`config.mk`:
```
export PLATFORM = sky130hd
export DESIGN_NAME = tree_serializer
export DESIGN_NICKNAME = d
export VERILOG_FILES = /design/src/rtl/tree_ser_pkg.sv /design/src/rtl/tree_ser_ctrl.sv /design/src/rtl/tree_ser_dp.sv /design/src/rtl/tree_serializer.sv
export SDC_FILE = /design/constraint.sdc
export NUM_CORES = 1
export LEC_CHECK = 0
export CAP_MARGIN = 10
export CORE_AREA = 2 2 79 81
export CTS_BUF_LIST = sky130_fd_sc_hd__clkbuf_4 sky130_fd_sc_hd__clkbuf_8
export DETAILED_ROUTE_END_ITERATION = 10
export DIE_AREA = 0 0 81 83
export PLACE_DENSITY = 0.85
export SETUP_SLACK_MARGIN = 0.02
export SYNTH_ARGS = -nofsm -noshare
export SYNTH_HDL_FRONTEND = slang
export SYNTH_SLANG_ARGS = --single-unit
```
`constraint.sdc`:
```
create_clock -name clk -period 3.2 [get_ports clk]
set_input_delay 0.64 -clock clk [delete_from_list [all_inputs] [get_ports clk]]
set_output_delay 0.64 -clock clk [all_outputs]
set_load 0.01 [all_outputs]
```
`src/rtl/tree_ser_pkg.sv`:
```
package tree_ser_pkg;
  localparam int LEVELS = 5;
  localparam int WORD_W = 1 << LEVELS;
  localparam int TAPS   = 4;
  localparam int SEL_W  = $clog2(TAPS);
  localparam int TAP_W  = 3;  // {phase, upperLane, lowerLane}

  typedef struct packed {
    logic              load;
    logic [LEVELS-1:0] stageEn;
    logic [LEVELS-1:0] stagePhase;
  } strobe_t;
endpackage

```
`src/rtl/tree_ser_ctrl.sv`:
```
module tree_ser_ctrl
  import tree_ser_pkg::*;
(
  input  logic    clk,
  input  logic    rst,
  input  logic    wordLoad,
  output logic    wordSlot,
  output strobe_t strobes
);
  logic [LEVELS-1:0] bitCnt;
  logic [LEVELS-1:0] enVec;
  logic [LEVELS-1:0] phVec;

  always_ff @(posedge clk) begin
    if (rst) bitCnt <= '0;
    else     bitCnt <= bitCnt + 1'b1;
  end

  assign wordSlot = (bitCnt == '0);

  // Stage k fires k cycles after the slot, then every 2^(5-k) cycles.
  // Its phase selects the lower half first, then the upper half.
  for (genvar i = 0; i < LEVELS; i++) begin : gStage
    localparam int HOLD_W = LEVELS - 1 - i;
    logic [LEVELS-1:0] rel;
    assign rel = bitCnt - LEVELS'(i + 1);
    if (HOLD_W == 0) begin : gFast
      assign enVec[i] = 1'b1;
    end else begin : gSlow
      assign enVec[i] = (rel[HOLD_W-1:0] == '0);
    end
    assign phVec[i] = rel[HOLD_W];
  end

  assign strobes = '{load: wordLoad && wordSlot, stageEn: enVec, stagePhase: phVec};
endmodule

```
`src/rtl/tree_ser_dp.sv`:
```
module tree_ser_dp
  import tree_ser_pkg::*;
(
  input  logic              clk,
  input  logic              rst,
  input  logic [WORD_W-1:0] wordIn,
  input  logic [SEL_W-1:0]  dlySel,
  input  strobe_t           strobes,
  output logic [WORD_W-1:0] wordQ,
  output logic              serOut
);
  // Level 0 holds the captured word; level L holds WORD_W>>L lanes.
  logic [WORD_W-1:0] lvl [0:LEVELS-1];

  always_ff @(posedge clk) begin
    if (rst)               lvl[0] <= '0;
    else if (strobes.load) lvl[0] <= wordIn;
  end

  for (genvar L = 1; L < LEVELS; L++) begin : gLvl
    localparam int LW = WORD_W >> L;
    always_ff @(posedge clk) begin
      if (rst) begin
        lvl[L] <= '0;
      end else if (strobes.stageEn[L-1]) begin
        if (strobes.stagePhase[L-1]) lvl[L] <= WORD_W'(lvl[L-1][2*LW-1:LW]);
        else                         lvl[L] <= WORD_W'(lvl[L-1][LW-1:0]);
      end
    end
  end

  // Final 2:1 stage: retime lane pair and select phase together.
  logic [TAP_W-1:0] curTap;
  logic [TAP_W-1:0] tapped;
  logic [TAP_W-1:0] tapLine [1:TAPS-1];

  assign curTap = {strobes.stagePhase[LEVELS-1], lvl[LEVELS-1][1:0]};

  for (genvar j = 1; j < TAPS; j++) begin : gTap
    always_ff @(posedge clk) begin
      if (rst)    tapLine[j] <= '0;
      else if (j == 1) tapLine[j] <= curTap;
      else        tapLine[j] <= tapLine[j-1];
    end
  end

  always_comb begin
    tapped = curTap;
    for (int j = 1; j < TAPS; j++)
      if (dlySel == SEL_W'(j)) tapped = tapLine[j];
  end

  always_ff @(posedge clk) begin
    if (rst)                              serOut <= 1'b0;
    else if (strobes.stageEn[LEVELS-1])   serOut <= tapped[2] ? tapped[1] : tapped[0];
  end

  assign wordQ = lvl[0];
endmodule

```
`src/rtl/tree_serializer.sv`:
```
module tree_serializer
  import tree_ser_pkg::*;
(
  input  logic              clk,
  input  logic              rst,
  input  logic              wordLoad,
  input  logic [WORD_W-1:0] wordIn,
  input  logic [SEL_W-1:0]  dlySel,
  output logic              wordSlot,
  output logic              serOut
);
  strobe_t           strobes;
  logic [WORD_W-1:0] capWordQ;

  tree_ser_ctrl uCtrl (
    .clk      (clk),
    .rst      (rst),
    .wordLoad (wordLoad),
    .wordSlot (wordSlot),
    .strobes  (strobes)
  );

  tree_ser_dp uDp (
    .clk     (clk),
    .rst     (rst),
    .wordIn  (wordIn),
    .dlySel  (dlySel),
    .strobes (strobes),
    .wordQ   (capWordQ),
    .serOut  (serOut)
  );
endmodule

```
==> flow_summary.ini, run 1 <==
[pwr]
power.density_mw_per_mm2 = 565
p_leak_nw = 1.44
irDropWorstVdd_mv = 0.384

[global_routing]
grt_start_max_net_pins = 33
grt_pass1_vias = 2019
grt_pass1_wl_um = 9000
grt-ovfl-total = 0
track_usage_pct = 17.9
antenna_found_initial = 0

[timing]
setup_viol = 0
holdWs_ns = 0.471
setup_slack_ns = 0.521
fin_crit_ns = 2.68
worst_slew_pin_slew_ns = 1.23
skew_ns = 0.0143
fmax_mhz = 373
finalHoldViolCount = 0
max_slew_margin_pct = 17.6
timing.setup.tns_ns = 0
post-route-period-util_pct = 83.7
rsz0062_at_grt = no
drv_slew = 0

[floorplan]
die-width_um = 81
die_h_um = 83
core-area_mm2 = 0.00582
dieArea_mm2 = 0.00672
start_util_pct = 55.2
ios = 39
num_rows = 28

[synthesis]
synth_area_per_cell_um2 = 13.3
ys_warn_count = 0
async_flop_share_pct = 0
synth_area_mm2 = 0.00321
synth.distinct_cells = 32
yosys.area.top_type = edfxtp_1
synth_ff_type = edfxtp_1
synthesis.nets = 288
synth_area_leaders = edfxtp_1 58%, dfxtp_1 8.7%, and2_1 6.2%
yosysSeqAreaShare_pct = 66.7
ys_seq_elements = 76
synth_edf_count = 62
syn_inst = 242
yosys.area.top_type_share_pct = 58.0

[detailed_routing]
wl_per_cell_um = 15.1
drc = 0
antenna_left = 0
drtIter0Drc = 64
route.vias.total = 1943
firstDrtPassIters = 5
finalWirelength_um = 5500
vias_per_cell = 5.34

[worst_hold_path]
hold_path.class = reg -> reg
min_to = uDp.tapLine[0][10]
hold_start = uDp.tapLine[0][7]
hold_depth = 1

[flow_run]
maxCapViolCount = 0

[cells_and_area]
antenna_cells = 0
area_delta_synth_final_pct = 20.6
nets = 330
drive_above_1_share_pct = 9.00
layout.cells.non_filler = 364
layout_common_cells = 62 x edfxtp_1, 38 x clkdlybuf4s50_1, 35 x nand2_1
final_core_util_pct = 66.5
final_common_cell = edfxtp_1

[cts]
cts.clk_slew.worst_paths_ns = 0.08
clk_latency_ns = 0.35
cts_buffer_depth = 2
htree_levels = 3
tritoncts = yes
cts_sinks = 76
cts_resized = 0
clockRootBuffer = clkbuf_8
cts_hold_buf = 0
cts_buffers = 9
post_cts_buffers = 0

[setup_path]
slowest_stage = clkdlybuf4s50_1
r2r_start = uCtrl.bitCnt[0]
cp_top_family = buffers and inverters
timing.rr.end = uDp.lvl[1][2]
r2r_slack_ns = 0.58
path_max_fanout = 7
endpoint_kind = output pin
slowest_delay_ns = 0.57
worstPathRequired_ns = 2.56
crit_path_start_kind = flip-flop
rr_worst_depth = 6
worstSetupPathType = reg -> out
cp_cell_sequence = inv_1 -> ha_1 -> nor4b_4 -> clkdlybuf4s50_1
arrival_ns = 2.04
critPathBufInv = 2

[placement]
portBuffers = 38
placed_cells = 348
pre_cts_ws_ns = 0.544
hpwl_um = 3720
gp_congestion = 0.763

[run_status]
status = finished, final reports clean
synthesized netlist by cell type (2+ instances only):
cell	count
nand2b_1	2
xnor2_1	4
clkbuf_2	2
nand2_1	35
inv_1	3
dfxtp_1	14
xor2_1	2
clkbuf_1	4
a21oi_1	16
a22o_1	8
edfxtp_1	62
ha_1	9
nor2_1	13
buf_6	2
mux2i_1	4
a22oi_1	6
nor2b_1	10
and2_1	32
power by group:
part	switching, mW	internal [mW]
logic	0.106	0.0977
clock network	0.367	0.443
registers	0.0286	1.15
sequential cells by signal (all words and copies together) (netlist names):
register,cells
uDp.tapLine,8
uCtrl.bitCnt,5
uDp.lvl,62
uDp.serOut,1
worst max-delay path by stage:
| stage | startpoint | end | slack [ns] | depth (start not counted) |
|---|---|---|---|---|
| 2_1_floorplan | rst | uDp.lvl[0][0] | 0.77 | 3 |
| 3_3_place_gp | rst | uDp.lvl[1][2] | 0.69 | 3 |
| 3_5_place_dp | rst | uDp.lvl[1][9] | 0.54 | 3 |
| 4_1_cts | uCtrl.bitCnt[0] | wordSlot | 0.47 | 4 |
| 5_1_grt | uCtrl.bitCnt[0] | uDp.lvl[1][2] | 0.37 | 6 |
| 6_report | uCtrl.bitCnt[0] | wordSlot | 0.52 | 4 |
layer usage:
metal  global-route usage (%)  routed length, µm
met1                     18.8               2140
met2                     31.4               2990
met3                     5.65                257
met4                     9.24                110
met5                        0                  0
area by class of cell:
cell class | count | area [µm²]
fillers | 462 | 1950
clock inverters | 7 | 98.8
inverters | 3 | 11.3
multi-input cells | 153 | 997
well taps | 75 | 93.8
clock buffers | 9 | 124
repair buffers | 41 | 403
flip-flops and latches | 76 | 2140
kinds of logic (layout without fill, tap and decap cells):
logic type | after synthesis | in the layout | synth area share, %
xor gates and xnor gates | 7 | 7 | 2.14
and+or+nand+nor | 100 | 100 | 16.9
muxes | 5 | 5 | 1.95
buffers and inverters | 13 | 60 | 2.18
DFF | 76 | 76 | 66.7
adders and majority gates | 9 | 9 | 3.51
AOI/OAI and AO/OA | 32 | 32 | 6.59
worst register-to-register path, cell delays in order (launching register included):
cell and delay (ns):
dfxtp_1 0.46, inv_1 0.12, ha_1 0.31, nor3b_4 0.21, xnor2_1 0.96, nand2_1 0.19, a21oi_1 0.19
per-stage QoR:
stage	power (mW)	cell area [µm²]
floorplan	1.32	3210
global placement	1.39	3650
detailed placement	1.40	3650
CTS	2.21	3870
global route	2.27	3870
finish	2.19	3870
Power figures use the tool's default switching activity.
==> run 2, diff against run 1 <==
clock period = 2.6 ns   (was 3.2 ns; I/O delays follow)
==> run 2 against run 1 <==
Compared with the run above: global-route usage decreased by 0.073 points; combinational power up 32%; via count is 0.57% lower; first-iteration DRC count rose by 66%; clock power grew 15%; sequential share of layout area down 0.51 points; power up 21%; clock skew fell by 0.0012 ns; critical path depth is the same.
==> flow_summary.ini, run 2 (same netlist as run 1, synthesis figures left out) <==
[global_routing]
track_usage_pct = 17.9
grt_pass1_wl_um = 8810
grt-ovfl-total = 0
grt_start_max_net_pins = 33
antenna_found_initial = 0
grt_pass1_vias = 1959

[cts]
tritoncts = yes
cts_buffer_depth = 2
clockRootBuffer = clkbuf_8
post_cts_buffers = 0
clk_latency_ns = 0.35
cts.clk_slew.worst_paths_ns = 0.08
cts_hold_buf = 0
cts_sinks = 76
htree_levels = 3
cts_buffers = 9

[worst_hold_path]
hold_path.class = reg -> reg
hold_depth = 1

[timing]
skew_ns = 0.0131
finalHoldViolCount = 0
max_slew_margin_pct = 44.1
fin_crit_ns = 2.49
fmax_mhz = 402
post-route-period-util_pct = 95.7
timing.setup.tns_ns = 0
setup_viol = 0
rsz0062_at_grt = no
worst_slew_pin_slew_ns = 0.832
drv_slew = 0

[setup_path]
rr_worst_depth = 5
arrival_ns = 1.97
path_max_fanout = 7
endpoint_kind = output pin
worstPathRequired_ns = 2.08
worstSetupPathType = reg -> out
crit_path_start_kind = flip-flop

[detailed_routing]
drc = 0
antenna_left = 0
vias_per_cell = 5.26
wl_per_cell_um = 14.5
firstDrtPassIters = 4
finalWirelength_um = 5340
drtIter0Drc = 106
route.vias.total = 1932

[pwr]
irDropWorstVdd_mv = 0.334
totalPowerFinal_mw = 2.64
power.density_mw_per_mm2 = 677
p_leak_nw = 1.45

[cells_and_area]
largest-register = uDp.lvl
final_common_cell = edfxtp_1
drive_above_1_share_pct = 10.6
area_delta_synth_final_pct = 21.7
fin_area_mm2 = 0.00391
largestRegisters = uDp.lvl: 62 flops, uDp.tapLine: 8 flops, uCtrl.bitCnt: 5 flops
nets = 333
layout_common_cells = 62 x edfxtp_1, 38 x clkdlybuf4s50_1, 35 x nand2_1
antenna_cells = 0
largest_reg_flops = 62
final_core_util_pct = 67.2

[placement]
portBuffers = 38
hpwl_um = 3610
place_area_mm2 = 0.00368
gp_congestion = 0.843

[run_status]
status = finished, final reports clean

[floorplan]
die-width_um = 81
start_util_pct = 55.2
core-area_mm2 = 0.00582
die_h_um = 83
num_rows = 28
dieArea_mm2 = 0.00672
ios = 39

[flow_run]
maxCapViolCount = 0
## run 2: critical path, cell delays in order (launching register included)
cell and delay [ns]:
dfxtp_1 0.39, inv_1 0.19, ha_4 0.21, nor4b_4 0.24, clkdlybuf4s50_1 0.59
## run 2: stage by stage
step	hold slack (ns)	cells	worst slack [ns]
floorplan	0.433	242	0.289
global placement	0.455	351	0.301
detailed placement	0.463	351	0.160
CTS	0.474	367	0.0352
global route	0.484	367	0.0286
finish	0.467	367	0.111
## run 2: repair_timing
action / in CTS / in global routing
cloned: 0 / 0
endpoints found under the setup margin: 1 / 17
resized for setup: 1 / 2
## run 2: cell type report
class / instances / area [µm²]
Timing Repair Buffer: 44 / 438
Clock inverter: 7 / 80.1
Inverter: 3 / 11.3
Clock buffer: 9 / 124
Fill cell: 442 / 1910
Multi-Input combinational cell: 153 / 1020
Tap cell: 75 / 93.8
Sequential cell: 76 / 2140
## run 2: path summary, 6_finish.rpt
| path | from | endpoint | slack [ns] |
|---|---|---|---|
| min reg2reg | uDp.tapLine[0][7] | uDp.tapLine[0][10] | 0.47 |
| max | uCtrl.bitCnt[0] | wordSlot | 0.11 |
| max reg2reg | uCtrl.bitCnt[2] | uDp.lvl[2][4] | 0.41 |
| min | uDp.tapLine[0][7] | uDp.tapLine[0][10] | 0.47 |
## run 2: power by group
group          leakage, nW  internal [mW]  switching [mW]
clock                0.103          0.458           0.471
sequential           0.769           1.41          0.0351
combinational        0.583          0.134           0.134
## run 2: layer usage
metal  track usage [%]  vias up  part of all wire (%)
li1                  -      937                     -
met1              19.1      912                    39
met2              30.4       61                    52
met3              4.24       22                   3.9
met4              12.2        0                   4.4
met5                 0        -                     0
==> run 3, diff against run 2 <==
CELL_PAD_IN_SITES_DETAIL_PLACEMENT = 0   (was default)
CELL_PAD_IN_SITES_GLOBAL_PLACEMENT = 1   (was default)
CORE_AREA = 2 2 86 88   (was 2 2 79 81)
DIE_AREA = 0 0 88 90   (was 0 0 81 83)
PLACE_DENSITY = 0.86   (was 0.85)
==> run 3 against run 2 <==
Compared with the run above: combinational power fell by 4%; wire length fell by 13%; clock skew fell by 0.0036 ns; largest power group unchanged.
==> flow_summary.ini, run 3 (same netlist as run 1, synthesis figures left out) <==
[cells_and_area]
nets = 333
final_common_cell = edfxtp_1
largestRegisters = uDp.lvl: 62 flops, uDp.tapLine: 8 flops, uCtrl.bitCnt: 5 flops
largest_reg_flops = 62
antenna_cells = 0
drive_above_1_share_pct = 10.3
n_fill_cell = 616
largest-register = uDp.lvl
area_delta_synth_final_pct = 22.1
layout_common_cells = 62 x edfxtp_1, 38 x clkdlybuf4s50_1, 35 x nand2_1

[flow_run]
maxCapViolCount = 0

[detailed_routing]
met2WireLength_um = 2280
vias_per_cell = 4.75
route.vias.total = 1856
wl_met1_um = 2020
antenna_left = 0
wl_per_cell_um = 11.8
drc = 0
drtIter0Drc = 71
finalWirelength_um = 4630
dr_wl_met3_um = 188
firstDrtPassIters = 5
routed.top_layer = met4

[global_routing]
grt-ovfl-total = 0
track_usage_pct = 13.4
antenna_found_initial = 0
grt_pass1_vias = 1909
grt_start_max_net_pins = 33
grt_pass1_wl_um = 8270

[run_status]
status = finished, final reports clean

[timing]
skew_ns = 0.00950
setup_slack_ns = 0.134
finalHoldViolCount = 0
timing.setup.tns_ns = 0
worst_slew_pin_slew_ns = 0.852
fmax_mhz = 406
setup_viol = 0
post-route-period-util_pct = 94.8
drv_slew = 0
fin_crit_ns = 2.47
rsz0062_at_grt = no
max_slew_margin_pct = 42.8

[setup_path]
path_max_fanout = 7
rr_worst_depth = 5
worstPathRequired_ns = 2.08
arrival_ns = 1.95
crit_path_start_kind = flip-flop
worstSetupPathType = reg -> out
endpoint_kind = output pin

[cts]
cts_buffers = 9
cts.clk_slew.worst_paths_ns = 0.08
clockRootBuffer = clkbuf_8
cts_buffer_depth = 2
cts_sinks = 76
clk_latency_ns = 0.34
htree_levels = 3
tritoncts = yes

[pwr]
power.density_mw_per_mm2 = 664
irDropWorstVdd_mv = 0.357
seqPwrFrac_pct = 55.4
p_int_mw = 2.00
combPwrFrac_pct = 9.9
clkPwrFrac_pct = 34.7
power_switching_uw = 595
swShare_pct = 22.9
p_leak_nw = 1.44

[floorplan]
core-area_mm2 = 0.00702
die_h_um = 90
ios = 39
die-width_um = 88
num_rows = 31
dieArea_mm2 = 0.00792
start_util_pct = 45.7

[placement]
gp_congestion = 0.772
hpwl_um = 3260
portBuffers = 38
pre_cts_ws_ns = 0.311

[worst_hold_path]
hold_path.class = reg -> reg
hold_depth = 1
## run 3: per-stage QoR
stage	util [%]	cells	cell area, µm²	total power [mW]	hold WS [ns]
6_report	55.8	391	3920	2.60	0.472
4_1_cts	55.8	391	3920	2.63	0.473
3_5_place_dp	52.9	375	3710	1.73	0.462
5_1_grt	55.8	391	3920	2.71	0.493
2_1_floorplan	-	242	3210	1.62	0.433
3_3_place_gp	52.9	375	3710	1.72	0.455
## run 3: final timing paths
path / slack, ns / to / from
worst max-delay path: 0.13 / wordSlot / uCtrl.bitCnt[0]
worst min-delay path: 0.47 / uDp.tapLine[0][10] / uDp.tapLine[0][7]
worst max register to register: 0.39 / uDp.lvl[2][2] / uCtrl.bitCnt[2]
worst min register to register: 0.47 / uDp.tapLine[0][10] / uDp.tapLine[0][7]
## run 3: power groups by stage
| stage | logic, mW | clock network, mW | registers (mW) |
|---|---|---|---|
| floorplan | 0.160 | 0 | 1.46 |
| global route | 0.288 | 0.973 | 1.45 |
| global placement | 0.252 | 0 | 1.47 |
| CTS | 0.260 | 0.927 | 1.44 |
| finish | 0.257 | 0.902 | 1.44 |
| detailed placement | 0.258 | 0 | 1.47 |
## run 3: per-layer routing
metal	vias up	GRT usage [%]
met4	0	7.05
li1	940	-
met5	-	0
met3	12	3.86
met2	50	22.2
met1	854	15.4
## run 3: layout make-up
class                      count  area (µm²)  area share, %
tap                           99         124           3.16
sequential                    76        2140           54.7
timing repair buffer          44         438           11.2
inverter                       3        11.3          0.287
multi-input combinational    153        1000           25.5
clock inverter                 6        71.3           1.82
clock buffer                  10         131           3.35
## run 3: what timing repair did
action | in CTS | in global routing
hold endpoints to repair | 0 | 0
setup buffers | 0 | 0
hold buffers | 0 | 0
setup endpoints to repair | 1 | 0
resized for setup | 1 | 0
## run 3: critical path, cell delays in order (launching register included)
cell	delay [ns]
dfxtp_1	0.39
inv_1	0.13
ha_2	0.27
nor4b_4	0.24
clkdlybuf4s50_1	0.58
